<file path="src/rtl/disp_walk_pkg.sv">
package disp_walk_pkg;

  typedef enum logic {
    ORD_ROW_FIRST = 1'b0,
    ORD_COL_FIRST = 1'b1
  } walk_order_e;

  typedef struct packed {
    logic step_x;
    logic step_y;
  } step_req_t;

endpackage

</file>
<file path="src/rtl/dwalk_load_clamp.sv">
module dwalk_load_clamp #(
  parameter int LIMIT = 84,
  parameter int W     = 7
) (
  input  logic [W-1:0] raw_val,
  output logic [W-1:0] legal_val
);
  localparam logic [W-1:0] TOP = W'(LIMIT - 1);

  always_comb begin
    if (raw_val > TOP) legal_val = TOP;
    else               legal_val = raw_val;
  end
endmodule

</file>
<file path="src/rtl/dwalk_wrap_stage.sv">
module dwalk_wrap_stage #(
  parameter int LIMIT = 84,
  parameter int W     = 7
) (
  input  logic [W-1:0] cur,
  input  logic         step_en,
  output logic [W-1:0] nxt,
  output logic         at_top
);
  localparam logic [W-1:0] TOP = W'(LIMIT - 1);

  assign at_top = (cur == TOP);

  always_comb begin
    if (!step_en)    nxt = cur;
    else if (at_top) nxt = '0;
    else             nxt = cur + W'(1);
  end
endmodule

</file>
<file path="src/rtl/dwalk_linear_map.sv">
module dwalk_linear_map #(
  parameter int X_LIMIT = 84,
  parameter int XW      = 7,
  parameter int YW      = 3,
  parameter int AW      = 9
) (
  input  logic [XW-1:0] x_idx,
  input  logic [YW-1:0] y_idx,
  output logic [AW-1:0] flat
);
  localparam logic [AW-1:0] ROW_SPAN = AW'(X_LIMIT);

  always_comb flat = AW'(y_idx) * ROW_SPAN + AW'(x_idx);
endmodule

</file>
<file path="src/rtl/disp_addr_walker.sv">
module disp_addr_walker #(
  parameter int X_LIMIT = 84,
  parameter int Y_LIMIT = 6,
  parameter int XW      = (X_LIMIT > 1) ? $clog2(X_LIMIT) : 1,
  parameter int YW      = (Y_LIMIT > 1) ? $clog2(Y_LIMIT) : 1,
  parameter int AW      = $clog2(X_LIMIT * Y_LIMIT)
) (
  input  logic          clk,
  input  logic          rst_n,
  input  logic          ld_x,
  input  logic [XW-1:0] ld_x_val,
  input  logic          ld_y,
  input  logic [YW-1:0] ld_y_val,
  input  logic          vert_mode,
  input  logic          advance,
  output logic [XW-1:0] cur_x,
  output logic [YW-1:0] cur_y,
  output logic [AW-1:0] ram_addr
);
  import disp_walk_pkg::*;

  logic [XW-1:0] x_q, x_step, x_load;
  logic [YW-1:0] y_q, y_step, y_load;
  logic          x_top, y_top, any_load;
  walk_order_e   order;
  step_req_t     req;

  assign order    = walk_order_e'(vert_mode);
  assign any_load = ld_x | ld_y;

  // The fast axis always moves on an advance; the slow axis only on the fast axis's wrap.
  always_comb begin
    req = '0;
    if (advance && !any_load) begin
      if (order == ORD_COL_FIRST) begin
        req.step_y = 1'b1;
        req.step_x = y_top;
      end else begin
        req.step_x = 1'b1;
        req.step_y = x_top;
      end
    end
  end

  dwalk_load_clamp #(.LIMIT(X_LIMIT), .W(XW)) u_clamp_x (
    .raw_val(ld_x_val), .legal_val(x_load)
  );
  dwalk_load_clamp #(.LIMIT(Y_LIMIT), .W(YW)) u_clamp_y (
    .raw_val(ld_y_val), .legal_val(y_load)
  );

  dwalk_wrap_stage #(.LIMIT(X_LIMIT), .W(XW)) u_stage_x (
    .cur(x_q), .step_en(req.step_x), .nxt(x_step), .at_top(x_top)
  );
  dwalk_wrap_stage #(.LIMIT(Y_LIMIT), .W(YW)) u_stage_y (
    .cur(y_q), .step_en(req.step_y), .nxt(y_step), .at_top(y_top)
  );

  always_ff @(posedge clk or negedge rst_n) begin
    if (!rst_n) begin
      x_q <= '0;
      y_q <= '0;
    end else if (any_load) begin
      if (ld_x) x_q <= x_load;
      if (ld_y) y_q <= y_load;
    end else begin
      x_q <= x_step;
      y_q <= y_step;
    end
  end

  dwalk_linear_map #(.X_LIMIT(X_LIMIT), .XW(XW), .YW(YW), .AW(AW)) u_map (
    .x_idx(x_q), .y_idx(y_q), .flat(ram_addr)
  );

  assign cur_x = x_q;
  assign cur_y = y_q;
endmodule

</file>
<file path="config.mk">
export PLATFORM = sky130hd
export DESIGN_NAME = disp_addr_walker
export DESIGN_NICKNAME = d
export VERILOG_FILES = /design/src/rtl/disp_walk_pkg.sv /design/src/rtl/dwalk_load_clamp.sv /design/src/rtl/dwalk_wrap_stage.sv /design/src/rtl/dwalk_linear_map.sv /design/src/rtl/disp_addr_walker.sv
export SDC_FILE = /design/constraint.sdc
export NUM_CORES = 1
export LEC_CHECK = 0
export BUFFER_PORTS_ARGS = -buffer_cell sky130_fd_sc_hd__buf_4
export CORE_MARGIN = 2
export CORE_UTILIZATION = 30
export CTS_CLUSTER_SIZE = 20
export DETAILED_ROUTE_END_ITERATION = 10
export GPL_TIMING_DRIVEN = 0
export PLACE_DENSITY_LB_ADDON = 0.3
export SLEW_MARGIN = 10
export SYNTH_ARGS = -nofsm -noshare
export SYNTH_HDL_FRONTEND = slang
export SYNTH_HIERARCHICAL = 1
export SYNTH_SLANG_ARGS = --single-unit
</file>
<file path="constraint.sdc">
create_clock -name clk -period 1.95 [get_ports clk]
set_input_delay 0.2925 -clock clk [delete_from_list [all_inputs] [get_ports clk]]
set_output_delay 0.2925 -clock clk [all_outputs]
set_load 0.01 [all_outputs]
</file>
# Yosys cells after proc, flatten, opt, wreduce, memory -nomap -nowiden
# Cells that the tools add are included.
# W data, S select, Z words.
[totals]
register_bits = 10
word_cells = 31
out_inout_bits = 19
in_bits = 16
[classes]
magnitude_cmp = 2
add_sub_neg = 3
n_mux = 12
eq_ne = 4
reduce_logical = 6
n_mul = 1
bitwise = 1
[ops]
columns = ["operator", "n"]
rows = [
  ["$mux W7", 5],
  ["$mux W3", 5],
  ["$add A9 B7 Y9", 1],
  ["$add A7 B1 Y7 const B", 1],
  ["$eq A7 B7 Y1 const B", 1],
  ["$gt A7 B7 Y1 const B", 1],
  ["$mul A3 B5 Y7 const B", 1],
  ["$mux W2", 2],
  ["$ne A2 B2 Y1 const B", 2],
  ["$reduce_and A2 Y1", 2],
  ["$reduce_bool A2 Y1", 2],
  ["$add A3 B1 Y3 const B", 1],
  ["$eq A3 B3 Y1 const B", 1],
  ["$gt A3 B3 Y1 const B", 1],
  ["$logic_and A1 B1 Y1", 1],
  ["$logic_not A1 Y1", 1],
  ["$or A1 B1 Y1", 1],
]

# Logic depth before layout (Yosys ltp)
# Gate-level depths: netlist (run 1).
[logic_depth]
depth_word = 6
mapped_depth = 9
depth_no_buf = 8

# By module
# The synthesis (run 1) kept the hierarchy.
[modules_own_cells]
columns = ["mod", "area_each_um2", "seq_area_each_um2", "cells_per_inst", "n_inst"]
rows = [
  ["disp_addr_walker", 541.8, 250.2, 48, 1],
  ["dwalk_linear_map", 295.3, 0.0, 31, 1],
  ["dwalk_wrap_stage (u_stage_x)", 230.2, 0.0, 33, 1],
  ["dwalk_load_clamp (u_clamp_x)", 67.6, 0.0, 11, 1],
  ["dwalk_wrap_stage (u_stage_y)", 65.1, 0.0, 7, 1],
  ["dwalk_load_clamp (u_clamp_y)", 17.5, 0.0, 3, 1],
]

# Worst setup path after synthesis (run 1)
# OpenSTA, ideal clock, no wires.
[synth_timing]
path_kind = "reg2out"
start = "reg y_q[0] (netlist: cur_y[0])"
end = "out ram_addr[8]"
arrival_ns = 1.954
path_slack_ns = -0.296
required_ns = 1.657
path_buffers = 0
stages_incl_launch_ff = 9
path_cell_list = "dfrtp_1 ha_1 ha_1 ha_1 ha_1 o21ai_0 nor2_1 o21ai_2 xnor2_1"
[synth_via]
elab_chain_len = 2
[synth_lines]
columns = ["element", "line", "source"]
rows = [
  ["start, declared", "disp_addr_walker.sv:23", "logic [YW-1:0] y_q, y_step, y_load;"],
  ["start signal, assigned", "disp_addr_walker.sv:65", "if (ld_y) y_q <= y_load;"],
  ["start signal, assigned", "disp_addr_walker.sv:68", "y_q <= y_step;"],
  ["$mul A3 B5 Y7", "dwalk_linear_map.sv:13", "always_comb flat = AW'(y_idx) * ROW_SPAN + AW'(x_idx);"],
  ["$add A9 B7 Y9", "dwalk_linear_map.sv:13", ""],
  ["end, declared", "disp_addr_walker.sv:18", "output logic [AW-1:0] ram_addr"],
]
# No other way between the ends.

# Worst setup path after layout (run 1)
# Same ends and word-level chain as after synthesis.

==> results of run 1 <==
worst register-to-register path, delay by kind of cell, from the launching register on:
kind,cells,cell delay (ns)
simple gates,5,0.79
compound gates,2,0.25
buf+inv,3,0.40
flops,1,0.48
mux,1,0.09
metal layers:
| metal | share of wire [%] | routed length (um) | global-route usage [%] |
|---|---|---|---|
| met2 | 52 | 1620 | 24.9 |
| met3 | 5.5 | 172 | 3.00 |
| met1 | 43 | 1340 | 17.8 |
| met5 | 0 | 0 | 0 |
| met4 | 0 | 0 | 1.53 |
stage by stage:
stage | setup WS [ns] | TNS [ns]
floorplan | -0.0897 | -0.147
global placement | -0.217 | -0.661
detailed placement | -0.253 | -1.01
CTS | -0.425 | -1.28
global route | -0.452 | -2.43
finish | -0.401 | -1.48
flip-flops by register name, summed over array words and instances (netlist names):
| register | count |
|---|---|
| cur_y | 3 |
| cur_x | 7 |
timing repair:
item,CTS,global route
pin swaps,11,12
setup buffers,10,8
hold buffers,1,0
endpoints found under the setup margin,10,10
hold endpoints to repair,10,0
cloned,0,0
resized for setup,11,14
power breakdown:
part	switching [mW]	total (mW)	leakage, nW	internal [mW]
registers	0.0437	0.279	0.112	0.235
clock network	0.0859	0.229	0.0228	0.144
logic	0.336	0.757	0.755	0.420
total	0.466	1.26	0.889	0.799
final timing paths:
check	slack [ns]	to
max	-0.40	ram_addr[8]
min	0.33	cur_y[1]
max reg2reg	-0.12	cur_x[2]
min reg2reg	0.65	cur_x[1]
max in group asynchronous	1.36	cur_x[5]
min in group asynchronous	0.42	cur_y[0]
layout by cell type, fill, tap and decap left out, drive strengths merged, types with 2 or more instances in the layout:
cell | Yosys | routed
o21ai | 17 | 17
nand2 | 20 | 20
nor2b | 4 | 4
buf | 8 | 57
mux2i | 11 | 11
nand2b | 2 | 2
xor2 | 6 | 6
ha | 11 | 11
clkbuf | 2 | 6
xnor2 | 4 | 4
dfrtp | 10 | 10
a21oi | 5 | 5
nor4b | 2 | 2
nor2 | 5 | 5
and2 | 2 | 2
mux2 | 2 | 2
inv | 2 | 2
nand3 | 4 | 4
a21o | 4 | 4
cells by family after synthesis:
group	Yosys count	synth area share, %
adders and majority gates	12	12.9
AOI/OAI and AO/OA	30	17.2
and+or+nand+nor	46	22.8
DFF	10	20.6
buffers and inverters	12	7.81
muxes	13	11.5
xor gates and xnor gates	10	7.19
area by class of cell:
type / instances / area (um2) / area share [%]
inverter: 2 / 7.51 / 0.398
buffer: 9 / 80.1 / 4.24
tap: 50 / 62.6 / 3.31
timing repair buffer: 51 / 397 / 21.0
clock buffer: 4 / 45.0 / 2.39
multi-input combinational: 111 / 1030 / 54.8
sequential: 10 / 262 / 13.9
==> run summary, run 1 <==
Status -> complete, but fails checks
Failing checks -> setup timing
CP most frequent cell -> ha_4
Clk pin slew, worst setup/hold paths -> 0.05 ns
Synth cell types -> 39
Placer Congestion -> 0.757
Area grow syn2layout -> 55.1%
Most used DFF post-synth -> dfrtp_1
Layout cell share with drive strength beyond 1 -> 58.3%
Synth Net Count -> 161
DRT iter0 DRCs -> 30
RSZ-0062 raised after global routing -> true
Worst slew pin tran -> 0.351 ns
Total grt overflow -> 0
Drt drc -> 0
Initial Util -> 30.9%
Synth top area share -> 20.6%
Worst path max stage delay -> 0.44 ns
WHS Path Cells -> 4
Max Clock Skew -> 0.00691 ns
Leak pwr -> 0.889 nW
Most common cell in the synthesized netlist -> nand2_1
Num ports -> 35
Max Root-Sink Buffers -> 2
Max Slew Vio Count -> 0
Synth area leaders -> dfrtp_1, ha_1, mux2i_1
Crit path launch type -> flip-flop
Crit path max-delay family -> adder cells
Setup ws final -> -0.401 ns
Tmin final -> 2.35 ns
Reg-to-reg startpoint -> cur_y[1]
TritonRoute pass-1 iters -> 4
Post-Syn Instances -> 133
Nets -> 216
Diode count -> 0
Worst path required time -> 1.66 ns
Die Y -> 67.7 um
Gr usage total -> 14.0%
Clk_lat worst skew -> 0.24 ns
Util after Layout -> 47.9%
Critical path depth in cells -> 9
Finish-stage setup viols -> 9
Post-DP HPWL -> 2260 um
Wire length per cell -> 13.2 um
Seq/Total Area, Yosys -> 20.6%
CP arrival -> 2.06 ns
Path depth of the worst reg2reg path -> 11
Critical path class -> flip-flop to output port
Hold path start -> ld_y_val[2]
Hold Crit Class -> primary input to flip-flop
PwrDens -> 670 nW/um2
Placed insts -> 215
Final hold violation count -> 0
Vias/cell -> 4.75
IO buf count -> 32
Final ANT Viol Nets -> 0
First-pass GRT wire length -> 4860 um
Num CTS Buffers -> 3
FILL cells -> 384
Clk sink count -> 10
Die area -> 4580 um2
Critical path endpoint category -> output port
Slew HR -> 76.6%
Detailed Route WL -> 3130 um
Antenna violations before repair -> 0
Maximum VDD drop -> 0.000247 V
Setup crit start -> cur_y[0]
# rows -> 23
Clk root buf -> clkbuf_8
Largest area contributor in the netlist -> dfrtp_1
Avg Inst Size Synth -> 9.15 um2
Slowest CP cell -> dfrtp_2
Vias -> 1126
H-tree levels -> 1
DP Area -> 1610 um2
EDFF count, synth -> 0
Final Cell Area -> 1890 um2
Max-cap viol count -> 0
Core Area -> 3940 um2
Total Power -> 1.26 mW
Most frequent cells after synthesis -> nand2_1, ha_1, mux2i_1
Async set-reset flop share out of synthesis -> 100%
Cell area after synthesis -> 1220 um2
Crit-path cells -> ha_4 -> ha_4 -> ha_4 -> ha_4 -> o21ai_2 -> nor2_2 -> o21ai_2 -> xnor2_2 -> buf_4
DIE WIDTH -> 67.7 um
FF+latch count, synth -> 10
Largest net degree at the start of global routing -> 11
Tcrit/Tclk final -> 121%
CP bufs+invs -> 1
Hold WS -> 0.332 ns
Fmax -> 425 MHz
Yosys warns -> 6
Vias in the first global route -> 1071
Finished Layout Cells -> 237
TritonCTS clock tree -> yes
Crit-path max FO -> 3
Note: power is estimated with default switching activity, not from simulation.
==> inputs of run 2 (changes only) <==
--- a/config.mk
+++ b/config.mk
@@ -12,6 +12,7 @@
 export DETAILED_ROUTE_END_ITERATION = 10
 export GPL_TIMING_DRIVEN = 0
 export PLACE_DENSITY_LB_ADDON = 0.3
+export SKIP_CTS_REPAIR_TIMING = 1
 export SLEW_MARGIN = 10
 export SYNTH_ARGS = -nofsm -noshare
 export SYNTH_HDL_FRONTEND = slang
==> run 2 against run 1 <==
Effect of this change: the run still ends with setup timing left; via count down 3.6%; global-route usage is 1.4 points lower; final area shrank 5.6%; die area unchanged; total power fell by 4.9%; routed wire length decreased by 7.5%; register-to-register slack got worse by 0.04 ns; core utilization fell by 2.7 points; setup slack got worse by 0.043 ns.
==> run summary, run 2 (same netlist as run 1, synthesis figures left out) <==
Status -> complete, but fails checks
Failing checks -> setup timing
Initial Util -> 30.9% (unchanged)
Final hold violation count -> 0 (unchanged)
Area of the multi-input gates -> 995 um2 (-3.9%)
Nets -> 209 (-3.2%)
Die Y -> 67.7 um (unchanged)
Cell Int Power -> 0.759 mW (-5.0%)
Hold WS -> 0.333 ns (+0.00102 ns)
DIE WIDTH -> 67.7 um (unchanged)
Max Slew Vio Count -> 0 (unchanged)
Diode count -> 0 (unchanged)
FILL cells -> 395 (+2.9%)
Net switching power -> 0.444 mW (-4.8%)
H-tree levels -> 1 (unchanged)
Max Clock Skew -> 0.00614 ns (-0.000772 ns)
Drt drc -> 0 (unchanged)
Post-DP HPWL -> 2260 um (unchanged)
CP bufs+invs -> 1 (unchanged)
FF/Latch Area -> 260 um2 (-0.48%)
Tcrit/Tclk final -> 123% (+2.2 points)
Util after Layout -> 45.2% (-2.7 points)
Antenna violations before repair -> 0 (unchanged)
Tmin final -> 2.39 ns (+0.0431 ns)
DRT iter0 DRCs -> 22 (-27%)
Clk root buf -> clkbuf_8
Hold path start -> ld_y_val[2]
Crit-path max FO -> 6 (+3)
TritonRoute pass-1 iters -> 4 (unchanged)
Gr usage total -> 12.7% (-1.4 points)
First-pass GRT wire length -> 4440 um (-8.5%)
Slew HR -> 76.5% (-0.11 points)
Hold Crit Class -> primary input to flip-flop
Maximum VDD drop -> 0.000252 V (+1.7%)
Setup ws final -> -0.444 ns (-0.0431 ns)
Largest net degree at the start of global routing -> 12 (+1)
Num ports -> 35 (unchanged)
Max Root-Sink Buffers -> 2 (unchanged)
Final ANT Viol Nets -> 0 (unchanged)
Vias -> 1086 (-3.6%)
Placer Congestion -> 0.757 (unchanged)
Combinational Power Share -> 56.7% (-3.1 points)
Finished Layout Cells -> 230 (-3.0%)
Core Area -> 3940 um2 (unchanged)
TritonCTS clock tree -> yes
IO buf count -> 32 (unchanged)
# rows -> 23 (unchanged)
Crit path launch type -> flip-flop
Worst path max stage delay -> 0.46 ns (+0.02 ns)
Vias/cell -> 4.72 (-0.62%)
Setup crit start -> cur_y[0]
Share of power burned in registers -> 24.3% (+2.3 points)
Clk sink count -> 10 (unchanged)
Clk_lat worst skew -> 0.24 ns (about the same)
Max FFs per register -> 7 (unchanged)
CP arrival -> 2.10 ns (+0.04 ns)
Total grt overflow -> 0 (unchanged)
Reg-to-reg startpoint -> cur_x[2]
Crit path max-delay family -> adder cells
Leak pwr -> 0.840 nW (-5.5%)
Clk pwr share -> 19.0% (+0.9 points)
Detailed Route WL -> 2890 um (-7.5%)
Worst path required time -> 1.66 ns (about the same)
Die area -> 4580 um2 (unchanged)
Area grow syn2layout -> 46.5%
Commonest non-fill, non-tap cell in the layout -> buf_4
Clk pin slew, worst setup/hold paths -> 0.05 ns (about the same)
RSZ-0062 raised after global routing -> true
Slowest CP cell -> dfrtp_2
Worst slew pin tran -> 0.353 ns (+0.00168 ns)
Num CTS Buffers -> 3 (unchanged)
Layout cell share with drive strength beyond 1 -> 53.9% (-4.4 points)
PwrDens -> 675 nW/um2 (+0.70%)
Commonest cells after routing, fill and taps aside -> buf_4, nand2_1, mux2i_1
CP most frequent cell -> ha_4
Critical path endpoint category -> output port
Wire length per cell -> 12.6 um (-4.7%)
Vias in the first global route -> 1025 (-4.3%)
Placed insts -> 215 (unchanged)
Max-cap viol count -> 0 (unchanged)
Fmax -> 418 MHz (-1.8%)
Crit-path cells -> ha_4 -> ha_4 -> ha_4 -> ha_4 -> o21ai_2 -> nor2_1 -> o21ai_2 -> xnor2_2 -> buf_4
Finish-stage setup viols -> 8 (-1)
Sw Share -> 36.9% (+0.045 points)
Critical path class -> flip-flop to output port
run 2: worst paths after layout:
check,endpoint,slack (ns),cells past startpoint
max,ram_addr[8],-0.44,9
min,cur_y[1],0.33,4
max reg2reg,cur_y[2],-0.16,10
min reg2reg,cur_x[1],0.67,2
max in group asynchronous,cur_x[6],1.36,2
min in group asynchronous,cur_y[0],0.42,2
run 2: tightest hold or removal path, stage by stage:
cell	delay [ns]
buf_4	0.09
nor2b_1	0.04
nand2_1	0.05
o21ai_1	0.05
run 2: power groups by stage:
stage | logic, mW | registers (mW) | clock network, mW
2_1_floorplan | 0.381 | 0.298 | 0
3_3_place_gp | 0.588 | 0.299 | 0
3_5_place_dp | 0.611 | 0.302 | 0
4_1_cts | 0.612 | 0.298 | 0.237
5_1_grt | 0.744 | 0.300 | 0.241
6_report | 0.682 | 0.293 | 0.229
run 2: layer usage:
| layer | track usage (%) | part of all wire (%) |
|---|---|---|
| met1 | 15.6 | 45 |
| met2 | 22.5 | 50 |
| met3 | 3.00 | 5.0 |
| met4 | 2.04 | 0 |
| met5 | 0 | 0 |
run 2: per-stage QoR:
stage	instance area [um2]	setup TNS, ns	power [mW]	setup WS [ns]
finish	1780	-1.62	1.20	-0.444
global route	1780	-2.45	1.28	-0.518
CTS	1650	-2.08	1.15	-0.513
detailed placement	1610	-1.01	0.912	-0.253
global placement	1610	-0.661	0.887	-0.217
floorplan	1310	-0.147	0.679	-0.0897
run 2: area by class of cell:
class / instances / share of cell area (%)
flip-flops and latches: 10 / 14.6
well taps: 50 / 3.51
multi-input cells: 111 / 55.8
repair buffers: 44 / 18.7
inverters: 2 / 0.421
plain buffers: 9 / 4.49
clock buffers: 4 / 2.53
==> inputs of run 3 (changes only) <==
--- a/config.mk
+++ b/config.mk
@@ -11,6 +11,7 @@
 export CTS_CLUSTER_SIZE = 20
 export DETAILED_ROUTE_END_ITERATION = 10
 export GPL_TIMING_DRIVEN = 0
+export MAX_ROUTING_LAYER = met4
 export PLACE_DENSITY_LB_ADDON = 0.3
 export SKIP_CTS_REPAIR_TIMING = 1
 export SLEW_MARGIN = 10
==> run 3 against run 2 <==
Effect of this change: highest routed layer unchanged; combinational power barely moved; sequential share of layout area did not move; final area did not move; clock-buffer cell count did not move; setup slack got worse by 0.0039 ns; largest cell class unchanged; maximum frequency fell by 0.16%; critical path depth did not move; global-route usage rose by 0.36 points; total power barely moved; core utilization did not move; the run still ends with setup timing left; largest power group unchanged; sequential cell count did not move; first-iteration DRC count fell by 4.5%.
==> run summary, run 3 (same netlist as run 1, synthesis figures left out) <==
WHS Path Cells -> 4 (unchanged)
Slew HR -> 76.5% (about the same)
FILL cells -> 395 (unchanged)
TritonRoute pass-1 iters -> 4 (unchanged)
Total grt overflow -> 0 (unchanged)
Largest net degree at the start of global routing -> 12 (unchanged)
Initial Util -> 30.9% (unchanged)
DP Area -> 1610 um2 (unchanged)
Vias/cell -> 4.72 (about the same)
Tcrit/Tclk final -> 123% (+0.20 points)
Worst slew pin tran -> 0.352 ns (-0.00100 ns)
Critical path class -> flip-flop to output port
H-tree levels -> 1 (unchanged)
Worst path max stage delay -> 0.46 ns (about the same)
Final ANT Viol Nets -> 0 (unchanged)
Drt drc -> 0 (unchanged)
RSZ-0062 raised after global routing -> true
Hold Crit Class -> primary input to flip-flop
Max Root-Sink Buffers -> 2 (unchanged)
Crit-path max FO -> 6 (unchanged)
Path depth of the worst reg2reg path -> 10 (unchanged)
CP most frequent cell -> ha_4
TritonCTS clock tree -> yes
Max Clock Skew -> 0.00607 ns (-0.0000672 ns)
Worst path required time -> 1.66 ns (about the same)
CP arrival -> 2.11 ns (about the same)
Leak pwr -> 0.840 nW (unchanged)
Wire length per cell -> 12.6 um (about the same)
Setup ws final -> -0.448 ns (-0.00390 ns)
IO buf count -> 32 (unchanged)
Post-DP HPWL -> 2260 um (unchanged)
Util after Layout -> 45.2% (unchanged)
Max FFs per register -> 7 (unchanged)
Num ports -> 35 (unchanged)
Layout cell share with drive strength beyond 1 -> 53.9% (unchanged)
Placed insts -> 215 (unchanged)
Finish-stage setup viols -> 8 (unchanged)
Placer Congestion -> 0.767 (+1.3%)
Vias -> 1085 (-0.092%)
Hold WS -> 0.333 ns (+0.000113 ns)
Area grow syn2layout -> 46.5% (unchanged)
Critical path endpoint category -> output port
FF/Latch Area -> 260 um2 (unchanged)
Finished Layout Cells -> 230 (unchanged)
Crit-path cells -> ha_4 -> ha_4 -> ha_4 -> ha_4 -> o21ai_2 -> nor2_1 -> o21ai_2 -> xnor2_2 -> buf_4
Clk root buf -> clkbuf_8
Diode count -> 0 (unchanged)
Crit path launch type -> flip-flop
Clk sink count -> 10 (unchanged)
Commonest cells after routing, fill and taps aside -> buf_4, nand2_1, mux2i_1
Max-cap viol count -> 0 (unchanged)
First-pass GRT wire length -> 4440 um (unchanged)
Clk pin slew, worst setup/hold paths -> 0.05 ns (about the same)
Tmin final -> 2.40 ns (+0.00390 ns)
Die area -> 4580 um2 (unchanged)
Clk_lat worst skew -> 0.24 ns (about the same)
Vias in the first global route -> 1025 (unchanged)
Slowest CP cell -> dfrtp_2
Commonest non-fill, non-tap cell in the layout -> buf_4
Maximum VDD drop -> 0.000252 V (about the same)
DIE WIDTH -> 67.7 um (unchanged)
Status -> complete, but fails checks
Antenna violations before repair -> 0 (unchanged)
Gr usage total -> 13.0% (+0.36 points)
Final hold violation count -> 0 (unchanged)
Area of the multi-input gates -> 995 um2 (unchanged)
Final Cell Area -> 1780 um2 (unchanged)
Num CTS Buffers -> 3 (unchanged)
Max Slew Vio Count -> 0 (unchanged)
Core Area -> 3940 um2 (unchanged)
Setup TNS -> -1.60 ns (+0.0166 ns)
Die Y -> 67.7 um (unchanged)
Fmax -> 417 MHz (-0.16%)
# rows -> 23 (unchanged)
Detailed Route WL -> 2900 um (about the same)
Failing checks -> setup timing
PwrDens -> 675 nW/um2 (about the same)
DRT iter0 DRCs -> 21 (-4.5%)
Nets -> 209 (unchanged)
run 3: worst max-delay path: cells and delay by family, from the launching register on:
family	cells	cell delay (ns)
adders and majority gates	4	0.89
DFF	1	0.46
xor gates and xnor gates	1	0.14
buffers and inverters	1	0.14
AOI/OAI and AO/OA	2	0.13
and+or+nand+nor	1	0.11
run 3: worst paths after layout:
kind / to / slack [ns] / startpoint
worst max-delay path: ram_addr[8] / -0.45 / cur_y[0]
worst min-delay path: cur_y[1] / 0.33 / ld_y_val[2]
worst max register to register: cur_y[2] / -0.16 / cur_x[2]
worst min register to register: cur_x[1] / 0.67 / cur_x[1]
max in group asynchronous: cur_x[6] / 1.36 / rst_n
min in group asynchronous: cur_y[0] / 0.42 / rst_n
run 3: final cells by class:
class / instances / area share, %
Buffer: 9 / 4.49
Clock buffer: 4 / 2.53
Inverter: 2 / 0.421
Multi-Input combinational cell: 111 / 55.8
Sequential cell: 10 / 14.6
Tap cell: 50 / 3.51
Timing Repair Buffer: 44 / 18.7
run 3: stage by stage:
| stage | setup WS [ns] | power (mW) |
|---|---|---|
| global route | -0.518 | 1.28 |
| detailed placement | -0.253 | 0.912 |
| CTS | -0.513 | 1.15 |
| floorplan | -0.0897 | 0.679 |
| global placement | -0.217 | 0.887 |
| finish | -0.448 | 1.20 |
run 3: report_power, final:
part | total (mW) | switching (mW) | internal (mW)
combinational | 0.681 | 0.300 | 0.381
clock | 0.228 | 0.0850 | 0.143
sequential | 0.293 | 0.0583 | 0.235
total | 1.20 | 0.444 | 0.759
run 3: metal layers:
metal / global-route usage (%) / wire, um / vias to the layer above
met1: 15.6 / 1290 / 504
met3: 3.00 / 148 / 0
met4: 2.04 / 0 / 0
li1: - / - / 558
met2: 22.5 / 1460 / 23
met5: - / 0 / -
